===== src/rtl/dram_slot_arbiter.sv =====
module dram_slot_arbiter #(
  parameter int BYTE_CYC = 5,
  parameter int NIB_CYC  = 8,
  parameter int REF_INT  = 529
) (
  input  logic       clk,
  input  logic       rst,
  input  logic       byte_mode,
  input  logic [4:0] fe_req,
  input  logic       mcu_req,
  input  logic       scsi_req,
  input  logic       ecc_req,
  output logic [4:0] fe_gnt,
  output logic       mcu_gnt,
  output logic       scsi_gnt,
  output logic       ecc_gnt,
  output logic       ref_gnt,
  output logic [4:0] fe_done,
  output logic       mcu_done,
  output logic       scsi_done,
  output logic       ecc_done,
  output logic       ref_done
);
  localparam int MAXC = (NIB_CYC > BYTE_CYC) ? NIB_CYC : BYTE_CYC;
  localparam int CW   = $clog2(MAXC + 1);
  localparam int RW   = (REF_INT > 1) ? $clog2(REF_INT) : 1;
  localparam int NC   = 9;

  // slot index = priority rank: 0 refresh, 1 frame, 2 flag, 3 mcu,
  // 4 subcode, 5 q, 6 status, 7 scsi, 8 ecc
  logic [NC-1:0] gnt, req_all, pick, done_v;
  logic [CW-1:0] cyc, len;
  logic [RW-1:0] rcnt;
  logic          rpend, busy, last, turn, tick;

  assign req_all = {ecc_req, scsi_req, fe_req[4], fe_req[3], fe_req[2],
                    mcu_req, fe_req[1], fe_req[0], rpend};
  assign pick    = req_all & (~req_all + NC'(1));
  assign busy    = |gnt;
  assign last    = busy && (cyc == len - CW'(1));
  assign turn    = !busy || last;
  assign tick    = (rcnt == RW'(REF_INT - 1));
  assign done_v  = gnt & {NC{last}};

  always_ff @(posedge clk) begin
    if (rst) begin
      gnt   <= '0;
      cyc   <= '0;
      len   <= CW'(BYTE_CYC);
      rcnt  <= '0;
      rpend <= 1'b0;
    end else begin
      rcnt  <= tick ? '0 : rcnt + RW'(1);
      rpend <= (rpend & ~(turn & pick[0])) | tick;
      if (turn) begin
        gnt <= pick;
        cyc <= '0;
        len <= byte_mode ? CW'(BYTE_CYC) : CW'(NIB_CYC);
      end else begin
        cyc <= cyc + CW'(1);
      end
    end
  end

  assign ref_gnt   = gnt[0];
  assign fe_gnt    = {gnt[6], gnt[5], gnt[4], gnt[2], gnt[1]};
  assign mcu_gnt   = gnt[3];
  assign scsi_gnt  = gnt[7];
  assign ecc_gnt   = gnt[8];
  assign ref_done  = done_v[0];
  assign fe_done   = {done_v[6], done_v[5], done_v[4], done_v[2], done_v[1]};
  assign mcu_done  = done_v[3];
  assign scsi_done = done_v[7];
  assign ecc_done  = done_v[8];

  assert_one_grant_R1: assert property (@(posedge clk) disable iff (rst)
    $onehot0({ref_gnt, fe_gnt, mcu_gnt, scsi_gnt, ecc_gnt}));

  assert_idle_start_R2: assert property (@(posedge clk) disable iff (rst)
    (!busy && (|req_all)) |=> busy);

  assert_len_bound_R4: assert property (@(posedge clk) disable iff (rst)
    busy |-> (cyc < len && (len == CW'(BYTE_CYC) || len == CW'(NIB_CYC))));

  assert_done_before_drop_R5: assert property (@(posedge clk) disable iff (rst)
    (|($past(gnt) & ~gnt)) |-> (|$past(done_v)));

  assert_hold_grant_R6: assert property (@(posedge clk) disable iff (rst)
    (busy && !last) |=> $stable(gnt));

  assert_refresh_next_R8: assert property (@(posedge clk) disable iff (rst)
    (rpend && turn) |=> ref_gnt);
endmodule


===== config.mk =====
export PLATFORM = sky130hd
export DESIGN_NAME = dram_slot_arbiter
export DESIGN_NICKNAME = d
export VERILOG_FILES = /design/src/rtl/dram_slot_arbiter.sv
export SDC_FILE = /design/constraint.sdc
export NUM_CORES = 1
export LEC_CHECK = 0
export BUFFER_PORTS_ARGS = -buffer_cell sky130_fd_sc_hd__clkbuf_2
export CELL_PAD_IN_SITES_DETAIL_PLACEMENT = 1
export CELL_PAD_IN_SITES_GLOBAL_PLACEMENT = 2
export CORE_UTILIZATION = 27
export DETAILED_ROUTE_END_ITERATION = 10
export GPL_ROUTABILITY_DRIVEN = 0
export PLACE_DENSITY = 0.79
export SETUP_SLACK_MARGIN = 0.05
export SLEW_MARGIN = 20
export SYNTH_ARGS = -nofsm -noshare
export SYNTH_HDL_FRONTEND = slang
export SYNTH_SLANG_ARGS = --single-unit

===== constraint.sdc =====
create_clock -name clk -period 1.7 [get_ports clk]
set_input_delay 0.34 -clock clk [delete_from_list [all_inputs] [get_ports clk]]
set_output_delay 0.34 -clock clk [all_outputs]
set_load 0.05 [all_outputs]

# ---- After elaboration in Yosys (flattened, before gate mapping)
# Cells that the tools add are included.
dict set report totals {
  register_bits 28
  output_inout_bits 18
}
dict set report classes {
  n_addsub 4
  eq_ne 2
  n_mux 1
  bitwise_logic 7
  reduce_logical 6
}
# op n
set op_table {}
lappend op_table {{AND 9 bit} 2}
lappend op_table {{adder 10 x 1 -> 10 bit, second input constant} 1}
lappend op_table {{== test 10 bit, second input constant} 1}
lappend op_table {{adder 9 x 1 -> 9 bit, second input constant} 1}
lappend op_table {{inverter 9 bit} 1}
lappend op_table {{OR reduction 9 bit} 1}
lappend op_table {{adder 4 x 1 -> 4 bit, second input constant} 1}
lappend op_table {{== test 4 bit} 1}
lappend op_table {{two-way mux 4 bit} 1}
lappend op_table {{OR reduction 2 bit} 2}
lappend op_table {{subtractor 4 x 1 -> 4 bit, second input constant} 1}
lappend op_table {{AND 1 bit} 2}
lappend op_table {{logical AND 1 bit} 1}
lappend op_table {{logical NOT 1 bit} 1}
lappend op_table {{logical OR 1 bit} 1}
lappend op_table {{inverter 1 bit} 1}
lappend op_table {{bitwise OR 1 bit} 1}

# ---- Depth between registers and ports, before layout
# Gate-level depths: netlist of the first run.
dict set report depth {
  word_depth 8
  ltp_mapped 5
}

# ---- Worst setup path after synthesis of the first run
# No wires, ideal clock.
dict set report synth_timing {
  path_kind {register -> output}
  from {register gnt[6]}
  to {output fe_done[0]}
  arrival_ps 1476
  path_slack_ps -116
  stages_incl_launch_ff 4
  path_buffers 0
  path_cell_list {dfxtp_1 > nor4_1 > nand3_1 > and3_1}
}
dict set report synth_via {
  elab_chain_len 3
}
# element line
set synth_lines {}
lappend synth_lines {{start: declaration} 31} ;# logic [NC-1:0] gnt, req_all, pick, done_v;
lappend synth_lines {{start signal: assignment} 56} ;# gnt <= pick;
lappend synth_lines {{OR reduction 9 bit} 39} ;# assign busy = |gnt;
lappend synth_lines {{logical AND 1 bit} 40} ;# assign last = busy && (cyc == len - CW'(1));
lappend synth_lines {{AND 9 bit} 43} ;# assign done_v = gnt & {NC{last}};
lappend synth_lines {{end: declaration} 18} ;# output logic [4:0] fe_done,
# No other way between the ends.

# ---- Worst setup path after layout of the first run
dict set report layout_timing {
  from {register len[3]}
  to {output fe_done[0]}
}
dict set report layout_via {
  elab_chain_len 4
}
# element line
set layout_lines {}
lappend layout_lines {{start: declaration} 32} ;# logic [CW-1:0] cyc, len;
lappend layout_lines {{start signal: assignment} 49} ;# len <= CW'(BYTE_CYC);
lappend layout_lines {{start signal: assignment} 58} ;# len <= byte_mode ? CW'(BYTE_CYC) : CW'(NIB_CYC);
lappend layout_lines {{subtractor 4 x 1 -> 4 bit} 40}
lappend layout_lines {{== test 4 bit} 40}
lappend layout_lines {{logical AND 1 bit} 40}
lappend layout_lines {{AND 9 bit} 43}
# No other way between the ends.

==> run summary, run 1 <==
Status -> complete, but fails checks
Violated checks -> negative setup slack
Final period utilization -> 111%
Post-route ant nets -> 0
Worst-margin pin slew -> 0.477 ns
Largest net degree at the start of global routing -> 15
IO buf count -> 28
WP data arrival -> 1.55 ns
Hold-fix buffers, CTS -> 0
Rows -> 23
R2r startpoint -> len[3]
Slew margin rel. -> 68.2%
Top-count cell post-synth -> dfxtp_1
Initial core utilization -> 29.1%
Setup Skew -> 0.00680 ns
Gate power share -> 18.3%
NetSw -> 379 uW
Clk buf depth -> 2
Yosys warns -> 0
Hold path cells -> 3
Sum Neg Setup Slack -> -1.80 ns
IO Count -> 29
TritonCTS Buffers -> 3
Synth async-reset ratio -> 0%
Die height -> 68.9 um
Crit path cell chain -> xnor2_4, mux2_4, and3_4, buf_8
Pwr per Cell Area -> 701 nW/um2
Filler Cell Count -> 493
CP top delay family -> flip-flops
Clk network pwr share -> 31.4%
Worst endpoint required time -> 1.36 ns
Part of the power in registers -> 50.3%
Worst setup SP type -> flop
Fin crit period -> 1.89 ns
Critical-path top delay cell -> dfxtp_4
First-pass GRT wire length -> 5.33 mm
Antenna cell count -> 0
Finish-stage setup viols -> 14
Top post-synthesis cells by area -> dfxtp_1, nor2_1, xnor2_1
Routed WL -> 3.45 mm
Placement Cell Area -> 1500 um2
Post-synthesis adder-cell area fraction -> 3.11%
Worst Hold Launch -> scsi_req
Fin worst setup slack -> -0.194 ns
CTS root buf -> clkbuf_8
Reg clk slew, reported paths -> 0.10 ns
Syn avg cell area -> 8.88 um2
Sw Share -> 28.7%
Die width -> 68.9 um
H-tree depth -> 1
Final Util -> 45.4%
Synth cell count leaders -> dfxtp_1, nor2_1, nand2_1
Seq cells post-synth -> 26
Main combinational cell family by area after synthesis -> simple AND/OR/NAND/NOR gates
Post-synth top flop -> dfxtp_1
Min-delay worst type -> in -> reg
Average routed wire per standard cell -> 14.8 um
Synthesized area -> 1210 um2
Grt ovf -> 0
Min-Delay Endpoint -> gnt[7]
Critical path's largest stage delay -> 0.38 ns
Area share of the leading cell type in the synthesized netlist -> 43.1%
RSZ-0062 raised after global routing -> yes
Full die area -> 4740 um2
Fin area -> 1880 um2
Clock network latency to the later pin of the worst-skew pair -> 0.27 ns
WP buf/inv -> 1
Reg2Reg Setup Slack -> -0.10 ns
Hpwl dp -> 2.39 mm
Place WS -> -0.00963 ns
Leakage power -> 0.773 nW
Worst-path fanout max -> 5
Mapped Cells -> 136
Synth Area in XOR/XNOR -> 7.98%
First-pass DRT Iterations -> 6
Post-Synth Simple-Gate Area -> 29.1%
Core area -> 4140 um2
Initial antenna violation count -> 0
Iter 0 DRT Violations -> 29
Crit Reg-Reg Endpoint -> len[2]
Final nets -> 198
Clock sink count -> 26
Final Hold Viols -> 0
Setup Crit Path Kind -> reg -> out
Internal power -> 941 uW
Max_cap viols -> 0
CTS tree -> done
Compound-Gate Fraction of Synth Area -> 11.1%
Sequential area share after synthesis -> 43.1%
Worst IR Drop VDD -> 0.000280 V
Hold_ws -> 0.312 ns
Mux cell area share after synthesis -> 2.38%
DR DRC count -> 0
Syn nets -> 150
Number of global-route vias before repair -> 1,165
Top cell type by total area after synthesis -> dfxtp_1
CP endpoint kind -> output port
Max frequency -> 0.528 GHz
Reg2reg path depth -> 6
Vias per cell -> 5.03
Multi-input logic area -> 776 um2
Count of pins over their slew limit -> 0
Synth unique cells -> 33
Reg area -> 534 um2
Vias -> 1,171
Gr usage total -> 15.1%
Area growth from synthesis to layout -> 56.0%
EDFF count, synth -> 0
Share of cells above drive strength 1 -> 45.9%
==> cell usage in the layout (no fill, tap or decap), types with 4 or more instances in the layout <==
master     Yosys  layout
a21oi_1        6       5
and2_4         0       7
buf_4          0      13
buf_8          0       4
clkbuf_16      0       6
clkbuf_2       0      19
clkbuf_8       0       4
dfxtp_1       26      19
dfxtp_2        0       5
inv_1          5       5
nand2_1       10      10
nand3_1        9       8
nor2_1        20      19
xnor2_1        8       7
==> worst register-to-register path, stage by stage, from the launching register on <==
cell,delay [ns]
dfxtp_4,0.38
xnor2_4,0.21
mux2_4,0.36
buf_4,0.15
buf_6,0.11
buf_8,0.13
o41a_1,0.35
==> power groups by stage <==
stage	logic (mW)	registers, mW	clock network, mW
floorplan	0.0985	0.700	0
global placement	0.195	0.673	0
detailed placement	0.200	0.676	0
CTS	0.215	0.663	0.423
global route	0.262	0.669	0.452
finish	0.241	0.664	0.415
==> what timing repair did <==
action	4_1_cts	5_1_grt
pin swaps	7	9
setup endpoints to repair	13	19
resized for setup	41	21
setup buffers	3	3
cloned	1	0
==> sequential cells by signal, indices dropped and copies added (netlist names) <==
| signal | cells |
|---|---|
| rcnt | 10 |
| gnt | 9 |
| cyc | 4 |
| len | 2 |
| rpend | 1 |
==> cells by family (layout without fill, tap and decap cells) <==
| kind of cell | after synthesis | after routing |
|---|---|---|
| simple gates | 67 | 67 |
| flops | 26 | 26 |
| compound gates | 19 | 19 |
| xor+xnor | 11 | 11 |
| buf+inv | 8 | 54 |
| fa+ha+maj | 3 | 3 |
| mux | 2 | 3 |
==> worst max path at each step <==
stage	start	to	slack, ns	cells past startpoint
floorplan	len[3]	ecc_done	0.05	4
global placement	cyc[1]	fe_done[1]	0.03	4
detailed placement	cyc[1]	fe_done[3]	-0.01	4
CTS	cyc[3]	fe_done[0]	-0.22	4
global route	len[3]	ref_done	-0.24	4
finish	len[3]	fe_done[0]	-0.19	4
==> final cells by class <==
type                    instances  share of cell area [%]
clock buffers                   4                    2.92
inverters                       5                   0.997
multi-input cells             103                    41.2
flip-flops and latches         26                    28.4
well taps                      50                    3.32
repair buffers                 45                    23.2
==> routing by layer <==
| metal | vias up | part of all wire [%] | track usage, % | wire length [um] |
|---|---|---|---|---|
| met2 | 22 | 50 | 27.5 | 1730 |
| met4 | 0 | 0.20 | 2.04 | 7 |
| met3 | 2 | 2.5 | 2.47 | 86 |
| met1 | 573 | 47 | 19.0 | 1620 |
| met5 | - | 0 | 0 | 0 |
| li1 | 574 | - | - | - |
==> through the flow <==
step           power, mW  std cells
5_1_grt             1.38        233
3_5_place_dp       0.876        222
6_report            1.32        233
3_3_place_gp       0.868        222
2_1_floorplan      0.799        136
4_1_cts             1.30        230
No activity file was read; power rests on OpenSTA's default activity.
==> inputs of run 2 (changes only) <==
ABC_AREA = 1   (was default)
HOLD_SLACK_MARGIN = 0.03   (was default)
PLACE_DENSITY = 0.84   (was 0.79)
==> run summary, run 2 <==
Final nets -> 249 (+26%)
CP top delay family -> simple AND/OR/NAND/NOR gates
Crit path cell chain -> nand2_2, nand2_1, nand2_2, nor2_4, nand3_4, buf_12, nor2_4, buf_8
Most common cell after layout, fill and taps aside -> nor2_1
Critical-path top delay cell -> dfxtp_2
Mapped Cells -> 188 (+38%)
TritonCTS Buffers -> 3 (unchanged)
CP endpoint kind -> output port
Hpwl dp -> 2.55 mm (+6.9%)
Synth cell count leaders -> nor2_1, nand2_1, dfxtp_1, inv_1, nand3_1
Die height -> 71.7 um (+4.0%)
IO Count -> 29 (unchanged)
Number of global-route vias before repair -> 1,287 (+10%)
Die width -> 71.7 um (+4.0%)
Vias per cell -> 4.60 (-8.4%)
Most frequent cells in the layout -> nor2_1, nand2_1, inv_1
Max_cap viols -> 0 (unchanged)
Violated checks -> negative setup slack
Antenna cell count -> 0 (unchanged)
Largest register by flop count -> rcnt
Final Util -> 43.6% (-1.8 points)
Pwr per Cell Area -> 1260 nW/um2 (+80%)
Syn nets -> 202 (+35%)
RSZ-0062 raised after global routing -> yes
Post-route ant nets -> 0 (unchanged)
IO buf count -> 28 (unchanged)
Worst endpoint required time -> 1.36 ns (about the same)
WP buf/inv -> 2 (+1)
Yosys warns -> 0 (unchanged)
Worst IR Drop VDD -> 0.000397 V (+42%)
Final period utilization -> 105% (-6.6 points)
Clk buf depth -> 2 (unchanged)
Slew margin rel. -> 76.6% (+8.4 points)
Max frequency -> 0.561 GHz (+6.3%)
Routed WL -> 3.64 mm (+5.5%)
CTS root buf -> clkbuf_8
Rows -> 24 (+4.3%)
First-pass GRT wire length -> 5.83 mm (+9.5%)
Worst-margin pin slew -> 0.349 ns (-0.128 ns)
Min-delay worst type -> in -> reg
Critical path's largest stage delay -> 0.36 ns (-0.02 ns)
Seq cells post-synth -> 26 (unchanged)
Fin crit period -> 1.78 ns (-0.113 ns)
Grt ovf -> 0 (unchanged)
Placed Instances -> 270 (+22%)
Largest register FFs -> 10 (unchanged)
Placement Cell Area -> 1640 um2 (+9.1%)
Worst setup SP type -> flop
Iter 0 DRT Violations -> 27 (-6.9%)
Largest net degree at the start of global routing -> 16 (+1)
Top-count cell post-synth -> nor2_1
Hold-fix buffers, CTS -> 0 (unchanged)
Worst-path fanout max -> 7 (+2)
Gr usage total -> 14.6% (-0.58 points)
Filler Cell Count -> 552 (+12%)
Leakage power -> 0.854 nW (+10%)
Layout Cells excl Fill -> 286 (+23%)
H-tree depth -> 1 (unchanged)
Reg clk slew, reported paths -> 0.09 ns (about the same)
Synth unique cells -> 25 (-24%)
Initial core utilization -> 29.1% (-0.053 points)
Clock network latency to the later pin of the worst-skew pair -> 0.27 ns (about the same)
Core area -> 4500 um2 (+8.7%)
Setup Skew -> 0.00182 ns (-0.00498 ns)
Final Power -> 2.48 mW (+88%)
Top cell type by total area after synthesis -> dfxtp_1
Top post-synthesis cells by area -> dfxtp_1, nor2_1, nand2_1
Biggest regs -> rcnt x10, gnt x9, cyc x4
EDFF count, synth -> 0 (unchanged)
CTS tree -> done
First-pass DRT Iterations -> 4 (-2)
Fin area -> 1960 um2 (+4.3%)
DR DRC count -> 0 (unchanged)
Syn avg cell area -> 6.97 um2 (-22%)
Vias -> 1,316 (+12%)
Area growth from synthesis to layout -> 50.0%
Post-synth top flop -> dfxtp_1
Share of cells above drive strength 1 -> 42.3% (-3.6 points)
Average routed wire per standard cell -> 12.7 um (-14%)
Clock sink count -> 26 (unchanged)
Initial antenna violation count -> 0 (unchanged)
Final Hold Viols -> 0 (unchanged)
Status -> complete, but fails checks
Sequential area share after synthesis -> 39.7% (-3.4 points)
WP data arrival -> 1.44 ns (-0.11 ns)
Finish-stage setup viols -> 9 (-5)
Setup Crit Path Kind -> reg -> out
Synthesized area -> 1310 um2 (+8.5%)
Count of pins over their slew limit -> 0 (unchanged)
Synth async-reset ratio -> 0% (unchanged)
Fin worst setup slack -> -0.0812 ns (+0.113 ns)
Full die area -> 5130 um2 (+8.3%)
Area share of the leading cell type in the synthesized netlist -> 39.7% (-3.4 points)
-- run 2: cell count changes after synthesis, sizes merged, moves of 5 or more --
| cell | change |
|---|---|
| and2 | -7 |
| and3 | -5 |
| inv | +22 |
| nand2 | +25 |
| nand3 | +10 |
| nor2 | +25 |
| xnor2 | -5 |
-- run 2: what timing repair did --
action                     CTS  global route
hold endpoints to repair     0             0
gates resized for setup     25            24
pin swaps                    5             4
setup endpoints to repair    9            17
setup buffers                7             5
-- run 2: where the power goes --
group	switching, mW	internal [mW]	total [mW]
clock network	0.209	0.256	0.465
logic	0.773	0.435	1.21
registers	0.0798	0.728	0.808
total	1.06	1.42	2.48
-- run 2: final cells by class --
cell class	count	area (um2)	share of cell area (%)
clock buffer	4	66.3	3.38
inverter	27	106	5.41
multi-input combinational	132	797	40.6
sequential	26	559	28.5
tap	52	65.1	3.31
timing repair buffer	45	370	18.9
-- run 2: per-stage QoR --
stage,setup slack [ns],hold WS (ns),TNS (ns)
after floorplan,0.0508,0.440,0
after global placement,-0.00413,0.457,-0.00413
after detailed placement,-0.0312,0.468,-0.116
after CTS,-0.107,0.302,-0.938
after global routing,-0.174,0.318,-1.40
final,-0.0812,0.301,-0.563
-- run 2: final timing paths --
check,from,endpoint,slack [ns],cells past startpoint
worst max-delay path,cyc[1],fe_done[0],-0.08,8
worst min register to register,rcnt[0],rcnt[0],0.48,1
worst min-delay path,rst,rpend,0.30,2
worst max register to register,len[2],len[2],0.13,11
-- run 2: worst reg2reg max path, cell delays in order (launching register included) --
cell,delay (ns)
dfxtp_2,0.33
inv_2,0.08
nand2_2,0.07
nand3_1,0.09
nand2_2,0.09
buf_4,0.13
buf_4,0.12
buf_4,0.14
nand2_8,0.12
nand3_4,0.14
nand2_2,0.10
o21ai_1,0.06
-- run 2: logic make-up after synthesis --
| group | Yosys count | share of synthesized area (%) |
|---|---|---|
| and+or+nand+nor | 111 | 39.2 |
| buffers and inverters | 30 | 9.84 |
| DFF | 26 | 39.7 |
| AOI/OAI and AO/OA | 13 | 5.06 |
| xor gates and xnor gates | 5 | 3.34 |
| adders and majority gates | 3 | 2.87 |
-- run 2: routing by layer --
layer | global-route usage (%) | wire length (um) | up-vias
li1 | - | - | 681
met1 | 20.8 | 1750 | 613
met2 | 22.3 | 1750 | 17
met3 | 2.11 | 92 | 5
met4 | 5.23 | 50 | 0
met5 | 0 | 0 | -
